==> src/rtl/idx_pkg.sv <==
package idx_pkg;
  localparam int unsigned IDX_COUNT   = 16;
  localparam int unsigned IDX_AW      = 32;
  localparam int unsigned IDX_CW      = 12;
  localparam int unsigned IDX_DW      = 16;
  localparam int unsigned IDX_WIN_LO  = 10000;
  localparam int unsigned IDX_WIN_HI  = 31999;

  typedef enum logic [2:0] {
    M_PLAIN   = 3'd0,
    M_CONST   = 3'd1,
    M_DREG    = 3'd2,
    M_POSTINC = 3'd3,
    M_PREDEC  = 3'd4
  } ea_mode_e;
endpackage

==> src/rtl/idx_ea_calc.sv <==
module idx_ea_calc
  import idx_pkg::*;
#(
  parameter int unsigned AW = IDX_AW,
  parameter int unsigned CW = IDX_CW,
  parameter int unsigned DW = IDX_DW
) (
  input  logic [AW-1:0] base,
  input  logic [2:0]    mode,
  input  logic          step2,
  input  logic [CW-1:0] cst,
  input  logic [DW-1:0] dval,
  output logic [AW-1:0] ea,
  output logic          upd_en,
  output logic [AW-1:0] upd_val
);
  function automatic logic [AW-1:0] widen_c(input logic [CW-1:0] c);
    return {{(AW-CW){c[CW-1]}}, c};
  endfunction

  function automatic logic [AW-1:0] widen_d(input logic [DW-1:0] d);
    return {{(AW-DW){d[DW-1]}}, d};
  endfunction

  function automatic logic [AW-1:0] step_of(input logic two);
    return two ? AW'(2) : AW'(1);
  endfunction

  logic [AW-1:0] step_amt;
  logic [AW-1:0] dec_val;

  assign step_amt = step_of(step2);
  assign dec_val  = base - step_amt;

  always_comb begin
    ea      = base;
    upd_en  = 1'b0;
    upd_val = base;
    case (mode)
      M_CONST: ea = base + widen_c(cst);
      M_DREG:  ea = base + widen_d(dval);
      M_POSTINC: begin
        ea      = base;
        upd_en  = 1'b1;
        upd_val = base + step_amt;
      end
      M_PREDEC: begin
        ea      = dec_val;
        upd_en  = 1'b1;
        upd_val = dec_val;
      end
      default: ea = base;
    endcase
  end
endmodule

==> src/rtl/idx_pend.sv <==
module idx_pend #(
  parameter int unsigned N  = 16,
  parameter int unsigned AW = 32,
  localparam int unsigned SW = $clog2(N)
) (
  input  logic                 clk,
  input  logic                 rst,
  input  logic [N-1:0][AW-1:0] ir_q,
  input  logic                 stage_en,
  input  logic [SW-1:0]        stage_sel,
  input  logic [AW-1:0]        stage_val,
  input  logic                 fault_now,
  input  logic                 instr_end,
  output logic [N-1:0][AW-1:0] view,
  output logic                 commit_en,
  output logic [N-1:0]         commit_mask,
  output logic [N-1:0][AW-1:0] commit_val
);
  logic [N-1:0]          pend_vld;
  logic [N-1:0][AW-1:0]  pend_val;
  logic                  fault_q;
  logic [N-1:0]          mrg_vld;
  logic [N-1:0][AW-1:0]  mrg_val;
  logic                  abort_now;

  for (genvar i = 0; i < N; i++) begin : g_slot
    logic hit;
    assign hit        = stage_en && (stage_sel == SW'(i));
    assign view[i]    = pend_vld[i] ? pend_val[i] : ir_q[i];
    assign mrg_vld[i] = pend_vld[i] | hit;
    assign mrg_val[i] = hit ? stage_val : pend_val[i];
  end

  assign abort_now   = fault_q | fault_now;
  assign commit_en   = instr_end & ~abort_now;
  assign commit_mask = commit_en ? mrg_vld : '0;
  assign commit_val  = mrg_val;

  always_ff @(posedge clk) begin
    if (rst || instr_end) begin
      pend_vld <= '0;
      pend_val <= '0;
      fault_q  <= 1'b0;
    end else begin
      pend_vld <= mrg_vld;
      pend_val <= mrg_val;
      fault_q  <= abort_now;
    end
  end


  pend_clear_chk: assert property (@(posedge clk) disable iff (rst)
    instr_end |=> (pend_vld == '0));


  fault_hold_chk: assert property (@(posedge clk) disable iff (rst)
    (fault_now && !instr_end) |=> fault_q);
endmodule

==> src/rtl/idx_bank.sv <==
module idx_bank #(
  parameter int unsigned N  = 16,
  parameter int unsigned AW = 32
) (
  input  logic                 clk,
  input  logic                 rst,
  input  logic                 commit_en,
  input  logic [N-1:0]         commit_mask,
  input  logic [N-1:0][AW-1:0] commit_val,
  output logic [N-1:0][AW-1:0] ir_q
);
  for (genvar i = 0; i < N; i++) begin : g_reg
    always_ff @(posedge clk) begin
      if (rst)
        ir_q[i] <= '0;
      else if (commit_mask[i])
        ir_q[i] <= commit_val[i];
    end
  end


  bank_hold_chk: assert property (@(posedge clk) disable iff (rst)
    !commit_en |=> $stable(ir_q));


  bank_reset_chk: assert property (@(posedge clk)
    $past(rst) |-> (ir_q == '0));
endmodule

==> src/rtl/idx_addr_gen.sv <==
module idx_addr_gen
  import idx_pkg::*;
#(
  parameter int unsigned N      = IDX_COUNT,
  parameter int unsigned AW     = IDX_AW,
  parameter int unsigned CW     = IDX_CW,
  parameter int unsigned DW     = IDX_DW,
  parameter int unsigned WIN_LO = IDX_WIN_LO,
  parameter int unsigned WIN_HI = IDX_WIN_HI,
  localparam int unsigned SW    = $clog2(N)
) (
  input  logic          clk,
  input  logic          rst,
  input  logic          req_valid,
  input  logic [2:0]    req_mode,
  input  logic [SW-1:0] req_sel,
  input  logic          req_step2,
  input  logic [CW-1:0] req_const,
  input  logic [DW-1:0] req_dreg,
  input  logic          exec_err,
  input  logic          instr_end,
  input  logic          reduced_mem,
  output logic [AW-1:0] addr_out,
  output logic          addr_valid,
  output logic          illegal_out,
  output logic [N-1:0]  wb_mask
);
  function automatic logic in_window(input logic [AW-1:0] a);
    return (a >= AW'(WIN_LO)) && (a <= AW'(WIN_HI));
  endfunction

  logic [N-1:0][AW-1:0] ir_q;
  logic [N-1:0][AW-1:0] view;
  logic [AW-1:0]        base;
  logic [AW-1:0]        ea;
  logic                 upd_en;
  logic [AW-1:0]        upd_val;
  logic                 ill_now;
  logic                 fault_now;
  logic                 commit_en;
  logic [N-1:0]         commit_mask;
  logic [N-1:0][AW-1:0] commit_val;

  assign base      = view[req_sel];
  assign ill_now   = req_valid && reduced_mem && in_window(ea);
  assign fault_now = exec_err | ill_now;

  idx_ea_calc #(.AW(AW), .CW(CW), .DW(DW)) u_calc (
    .base    (base),
    .mode    (req_mode),
    .step2   (req_step2),
    .cst     (req_const),
    .dval    (req_dreg),
    .ea      (ea),
    .upd_en  (upd_en),
    .upd_val (upd_val)
  );

  idx_pend #(.N(N), .AW(AW)) u_pend (
    .clk         (clk),
    .rst         (rst),
    .ir_q        (ir_q),
    .stage_en    (req_valid & upd_en),
    .stage_sel   (req_sel),
    .stage_val   (upd_val),
    .fault_now   (fault_now),
    .instr_end   (instr_end),
    .view        (view),
    .commit_en   (commit_en),
    .commit_mask (commit_mask),
    .commit_val  (commit_val)
  );

  idx_bank #(.N(N), .AW(AW)) u_bank (
    .clk         (clk),
    .rst         (rst),
    .commit_en   (commit_en),
    .commit_mask (commit_mask),
    .commit_val  (commit_val),
    .ir_q        (ir_q)
  );

  always_ff @(posedge clk) begin
    if (rst) begin
      addr_out    <= '0;
      addr_valid  <= 1'b0;
      illegal_out <= 1'b0;
      wb_mask     <= '0;
    end else begin
      addr_valid  <= req_valid;
      illegal_out <= ill_now;
      wb_mask     <= commit_mask;
      if (req_valid)
        addr_out <= ea;
    end
  end


  valid_follow_chk: assert property (@(posedge clk) disable iff (rst)
    req_valid |=> addr_valid);


  valid_idle_chk: assert property (@(posedge clk) disable iff (rst)
    !req_valid |=> !addr_valid);


  ill_strap_chk: assert property (@(posedge clk) disable iff (rst)
    illegal_out |-> ($past(reduced_mem) && addr_valid));


  wb_end_chk: assert property (@(posedge clk) disable iff (rst)
    (wb_mask != '0) |-> $past(instr_end));


  wb_abort_chk: assert property (@(posedge clk) disable iff (rst)
    (instr_end && exec_err) |=> (wb_mask == '0));


  reset_clear_chk: assert property (@(posedge clk)
    $past(rst) |-> (!addr_valid && !illegal_out && wb_mask == '0));
endmodule

==> config.mk <==
export PLATFORM = sky130hd
export DESIGN_NAME = idx_addr_gen
export DESIGN_NICKNAME = d
export VERILOG_FILES = /design/src/rtl/idx_pkg.sv /design/src/rtl/idx_ea_calc.sv /design/src/rtl/idx_pend.sv /design/src/rtl/idx_bank.sv /design/src/rtl/idx_addr_gen.sv
export SDC_FILE = /design/constraint.sdc
export NUM_CORES = 2
export LEC_CHECK = 0
export ABC_AREA = 1
export CORE_ASPECT_RATIO = 0.75
export CORE_MARGIN = 5
export CORE_UTILIZATION = 60
export CTS_CLUSTER_SIZE = 14
export DETAILED_ROUTE_END_ITERATION = 16
export DONT_BUFFER_PORTS = 1
export HOLD_SLACK_MARGIN = 0.15
export PLACE_DENSITY = 0.74
export SYNTH_ARGS = -nofsm -noshare
export SYNTH_HDL_FRONTEND = slang
export SYNTH_SLANG_ARGS = --single-unit
==> constraint.sdc <==
create_clock -name clk -period 11.45 [get_ports clk]
set_input_delay 1.145 -clock clk [delete_from_list [all_inputs] [get_ports clk]]
set_output_delay 1.145 -clock clk [all_outputs]
set_load 0.005 [all_outputs]
# Word-level counts from Yosys, hierarchy flattened
# Cells that the tools add are included.
[totals]
output_inout_bits = 50
inputBits = 42
regBits = 1091
wordCells = 146
[op_classes]
magnitude_cmp = 3
n_eq_ne = 19
bitwise = 21
reduce_logical = 22
addsub = 4
n_mux = 39
[ops]
columns = ["cell", "n"]
rows = [
  ["$mux 32", 33],
  ["$bmux 32 s4", 1],
  ["$add 32x32->32", 3],
  ["$pmux 32 s3", 1],
  ["$pmux 32 s2", 1],
  ["$eq 4x4->1 const B", 8],
  ["$ge 32x14->1 const B", 1],
  ["$le 32x15->1 const B", 1],
  ["$sub 32x32->32", 1],
  ["$logic_and 1x1->1", 19],
  ["$or 1x1->1", 18],
  ["$eq 4x3->1 const B", 4],
  ["$mux 16", 1],
  ["$eq 4x2->1 const B", 2],
  ["$eq 3x2->1 const B", 2],
  ["$lt 4x5->1 const B", 1],
  ["$eq 4x1->1 const B", 1],
  ["$logic_not 4->1", 1],
  ["$eq 3x1->1 const B", 1],
  ["$eq 3x3->1 const B", 1],
  ["$and 1x1->1", 2],
  ["$mux 2", 1],
  ["$reduce_or 2->1", 1],
  ["$logic_or 1x1->1", 1],
  ["2 further kinds", 2],
]

# Logic depth before layout (Yosys ltp)
[depth]
ltp_word = 13
ltp_mapped = 42
mapped_depth_nobuf = 35

# Cells and area by module
# Synthesis repeated with hierarchy kept, for this count alone.
[hier_totals]
hier_cells = 11068
area_unflattened_um2 = 62902.8
[by_module_without_submodules]
columns = ["mod", "seq_area_each_um2", "n_inst", "cells_each", "area_each_um2"]
rows = [
  ["idx_pend", 10590.2, 1, 5104, 29132.9],
  ["idx_bank", 10249.8, 1, 3241, 20853.8],
  ["idx_addr_gen", 1001.0, 1, 1588, 7438.4],
  ["idx_ea_calc", 0.0, 1, 1135, 5477.8],
]

# Worst setup path after synthesis
# OpenSTA, ideal clock, no wires.
[synth_timing]
path_type = "input port to flip-flop"
start = "input port req_sel[0]"
end = "register u_bank.ir_q[337] (netlist bit)"
slack_ns = 5.901
cell_stages = 33
arrival_ns = 5.436
required_ns = 11.337
path_buffers = 6
setup_time_ns = 0.113
cell_sequence = "nor2_2 -> buf_6 -> buf_6 -> clkbuf_1 -> clkinv_1 -> a21oi_1 -> o21ai_0 -> a41oi_1 -> a21oi_1 -> nand2_1 -> ha_1 -> nand3_1 -> nand3_1 -> a21boi_0 -> inv_1 -> nand3_1 -> nand3_1 -> or2_2 -> nand3_1 -> o21ai_0 -> nor2_1 -> nand2_1 -> nor2_1 -> nand2_1 -> nor2_2 -> nand3_4 -> buf_6 -> nand4_4 -> buf_6 -> buf_6 -> nand2_1 -> nand2_1 -> nor2_1"
[synth_between]
elab_chain_len = 12
elab_cells_between_ends = 21
cone_classes = "add/sub: 4; order compare: 2; eq/ne: 1; mux: 6; bitwise: 5; reduce/logical: 3"
[synth_lines]
columns = ["item", "line", "source"]
rows = [
  ["from (decl)", "idx_addr_gen.sv:16", "input logic [SW-1:0] req_sel,"],
  ["$bmux 32 s4", "idx_addr_gen.sv:44", "assign base = view[req_sel];"],
  ["$mux 32 (implied by the code)", "idx_addr_gen.sv:44", ""],
  ["$sub 32x32->32 (tied with other cells)", "idx_ea_calc.sv:33", "assign dec_val = base - step_amt;"],
  ["$pmux 32 s3", "idx_ea_calc.sv:39", "case (mode)"],
  ["$ge 32x14->1 or $le 32x15->1 (tied branches)", "idx_addr_gen.sv:29", "return (a >= AW'(WIN_LO)) && (a <= AW'(WIN_HI));"],
  ["$logic_and 1x1->1", "idx_addr_gen.sv:29", ""],
  ["$logic_and 1x1->1", "idx_addr_gen.sv:45", "assign ill_now = req_valid && reduced_mem && in_window(ea);"],
  ["$or 1x1->1", "idx_addr_gen.sv:46", "assign fault_now = exec_err | ill_now;"],
  ["$or 1x1->1", "idx_pend.sv:34", "assign abort_now = fault_q | fault_now;"],
  ["$not 1->1", "idx_pend.sv:35", "assign commit_en = instr_end & ~abort_now;"],
  ["$and 1x1->1", "idx_pend.sv:35", ""],
  ["$mux 16", "idx_pend.sv:36", "assign commit_mask = commit_en ? mrg_vld : '0;"],
  ["to (signal, indexed assignment)", "idx_bank.sv:17", "ir_q[i] <= commit_val[i];"],
  ["to (decl)", "idx_bank.sv:10", "output logic [N-1:0][AW-1:0] ir_q"],
]
# Parallel ways exist; a longest one is shown, timed or not. The select of a mux whose other input is x is not followed.
# A chain may end at the register's enable or synchronous reset.

# Worst setup path in the final report
[layout_timing]
start = "input port req_sel[1]"
end = "register u_bank.ir_q[76] (netlist bit)"
# The elaborated chain is that of the path after synthesis.

==> key figures <==
Layout
  • Layout cells sized above 1: 4.49%
  • Commonest non-fill, non-tap cell in the layout: nand2_1
  • Final cell count without fillers: 10896
  • Area Overhead vs Synth: 6.35%
  • Nets@finish: 9572
  • Commonest non-fill, non-tap cells in the layout: nand2_1 (3009), nor2_1 (1656), inv_1 (1648)
  • Antenna diode count: 0

Global routing
  • Global-route wire length before repair: 312000 µm
  • Initial antenna violation count: 6
  • Top Usage Layer GRT: met2
  • Largest net degree at the start of global routing: 169
  • Overall routing resource usage: 38.5%
  • Gr ovfl total: 0
  • GRT met1 Usage: 51.4%
  • Met3 GRT Util: 9.97%
  • Vias in the first global route: 53058
  • Met2 usage: 57.3%

Clock tree
  • Total CTS buffers: 108
  • Root Driver: clkbuf_16
  • Cts hold-fix bufs: 0
  • Later-pin clock latency in the skew report: 0.73 ns
  • PostCTS Resize Cnt: 0
  • CTS tree: done
  • Deepest clock path buffer count: 3
  • H-Tree Level Count: 3
  • Clock net sink count: 1091
  • Clock-pin slew on the worst setup and hold paths: 0.06 ns
  • Setup Buffers After CTS: 0

Worst setup path
  • Worst Path Arrival: 8.42 ns
  • Setup Crit Path Kind: input pin to flop
  • Most frequent CP cell: nand2_1
  • Critical path's largest stage delay: 0.76 ns
  • Critical Path Source: req_sel[1]
  • Reg2reg start: u_pend.pend_vld[1]$_SDFF_PP0_
  • Max FO, Critical Path: 74
  • Slowest CP cell: o21ai_1
  • Critical Path RT: 12.07 ns
  • Startpoint Class: input pin
  • Setup crit end kind: flop

Timing
  • Hold slack final: 0.489 ns
  • # setup viols final: 0
  • Slack of the critical path: 3.65 ns
  • Measured slew at the worst slew-check pin: 1.32 ns
  • RSZ-0062 raised after global routing: false
  • Slew headroom: 11.7%
  • Final TNS setup: 0 ns
  • Tmin final: 7.80 ns
  • Max Slew Vio Count: 0
  • Fmax: 128 MHz
  • Final Skew: 0.0282 ns
  • Final worst-path cycle share: 68.2%
  • Hold violation count in the final report: 0

Placed design
  • IO buf count: 0
  • Post-place setup slack: 3.37 ns
  • Routability cong.: 1.04
  • Placed cells: 10694
  • HPWL Detailed: 129000 µm

Synth
  • Cell Area, Synth: 0.0589 mm²
  • Synth unique cells: 50
  • Mapped Avg Cell Area: 6.00 µm²
  • Post-synth top area cell: dfxtp_1
  • Post-synthesis sequential area ratio: 37.1%
  • Seq cells post-synth: 1091
  • Synth top area cells: dfxtp_1 (37%), nand2_1 (19%), nor2_1 (11%)
  • Post-synth EDFFs: 0
  • Post-Syn Nets: 9903
  • Syn Inst Count: 9823
  • Yosys top cell area share: 37.1%
  • Synth Flop Type: dfxtp_1
  • Yosys warns: 0
  • Fraction of registers with async set/reset: 0%

Power and ir drop
  • Total power draw: 8030 µW
  • Power density over the cells: 128 mW/mm²
  • VDD IR-drop max: 0.140 mV
  • Leakage dissipation: 0.0323 µW

Route
  • Vias per cell: 5.42
  • Overall routed net length: 207000 µm
  • DRT Pass-1 Iters: 6
  • DR iter-0 viols: 6608
  • Vias post-DR: 59058
  • Wire per inst: 19.0 µm
  • Post-DRT Antenna Nets: 0
  • DRC errors left: 0

Worst hold path
  • Hold crit path type: flop to flop
  • HP Start: u_pend.pend_val[383]$_SDFF_PP0_

Floorplanning
  • Die area: 0.105 mm²
  • Core area: 0.0974 mm²
  • Placement row count: 99
  • Die Ht: 281 µm
  • Chip width: 372 µm
  • Initial Utilization: 60.5%
  • I/O pin count: 92

Status
  • Outcome: finished, final reports clean

Run
  • MaxCap Viol Count: 0
[synthesized netlist by cell type (all sizes together), types with 4 or more instances]
master,instances
or2,9
dfxtp,1091
o21bai,66
buf,278
ha,35
clkinv,13
a21o,4
o211ai,112
inv,1669
mux2,11
o221ai,6
nor3b,32
a21oi,169
a41oi,5
o21a,5
nand2,3018
xnor2,5
nor2,1718
o31ai,4
o21ai,719
o22ai,4
clkbuf,279
nand3,481
nand4,48
nor3,19
[through the flow]
| step | area (µm²) | utilization (%) |
|---|---|---|
| after CTS | 62600 | 64.3 |
| final | 62600 | 64.3 |
| after global routing | 62600 | 64.3 |
| after global placement | 58900 | 60.5 |
| after detailed placement | 58900 | 60.5 |
| after floorplan | 58900 | - |
[state kept, by name (all words and copies together) (netlist names)]
| name | cells |
|---|---|
| addr_out | 32 |
| wb_mask | 16 |
| u_bank.ir_q | 512 |
| u_pend.pend_vld | 16 |
| illegal_out | 1 |
| u_pend.pend_val | 512 |
| u_pend.fault_q | 1 |
| addr_valid | 1 |
[where the power goes]
| group | leakage (µW) | internal, µW | switching [µW] |
|---|---|---|---|
| clock network | 0.00184 | 2130 | 1620 |
| registers | 0.00879 | 3810 | 9.87 |
| logic | 0.0217 | 89.3 | 369 |
[critical path: cells and delay by family]
family,cells,cell delay (ns)
fa+ha+maj,1,0.58
simple gates,19,3.89
compound gates,4,1.17
buf+inv,3,1.41
[cells by family (layout without fill, tap and decap cells)]
logic type / after synthesis / in the layout / synth area share, %
AOI/OAI and AO/OA: 1103 / 1103 / 10.3
xor gates and xnor gates: 8 / 8 / 0.119
adders and majority gates: 38 / 38 / 0.846
buffers and inverters: 2239 / 1999 / 15.4
DFF: 1091 / 1091 / 37.1
muxes: 11 / 11 / 0.210
and+or+nand+nor: 5333 / 5333 / 36.1
[layout make-up]
cell class / count / area [µm²]
sequential: 1091 / 21800
timing repair buffer: 116 / 933
tap: 1313 / 1640
clock inverter: 42 / 508
multi-input combinational: 6493 / 28200
clock buffer: 159 / 3210
fill: 9374 / 34700
inverter: 1682 / 6320
[layer usage]
layer	wire, µm	share of wire, %	vias to the layer above
met4	12900	6.2	6
li1	-	-	28784
met1	84200	41	26566
met2	84700	41	3111
met5	159	0.077	-
met3	24900	12	591
[final timing paths]
path / end / slack [ns] / depth (start not counted)
setup / recovery: u_bank.ir_q[76]$_SDFFE_PP0P_ / 3.65 / 27
setup reg to reg: u_bank.ir_q[76]$_SDFFE_PP0P_ / 3.95 / 28
hold reg to reg: u_pend.pend_val[383]$_SDFF_PP0_ / 0.49 / 2
hold / removal: u_pend.pend_val[383]$_SDFF_PP0_ / 0.49 / 2
Note: power is estimated with default switching activity, not from simulation.
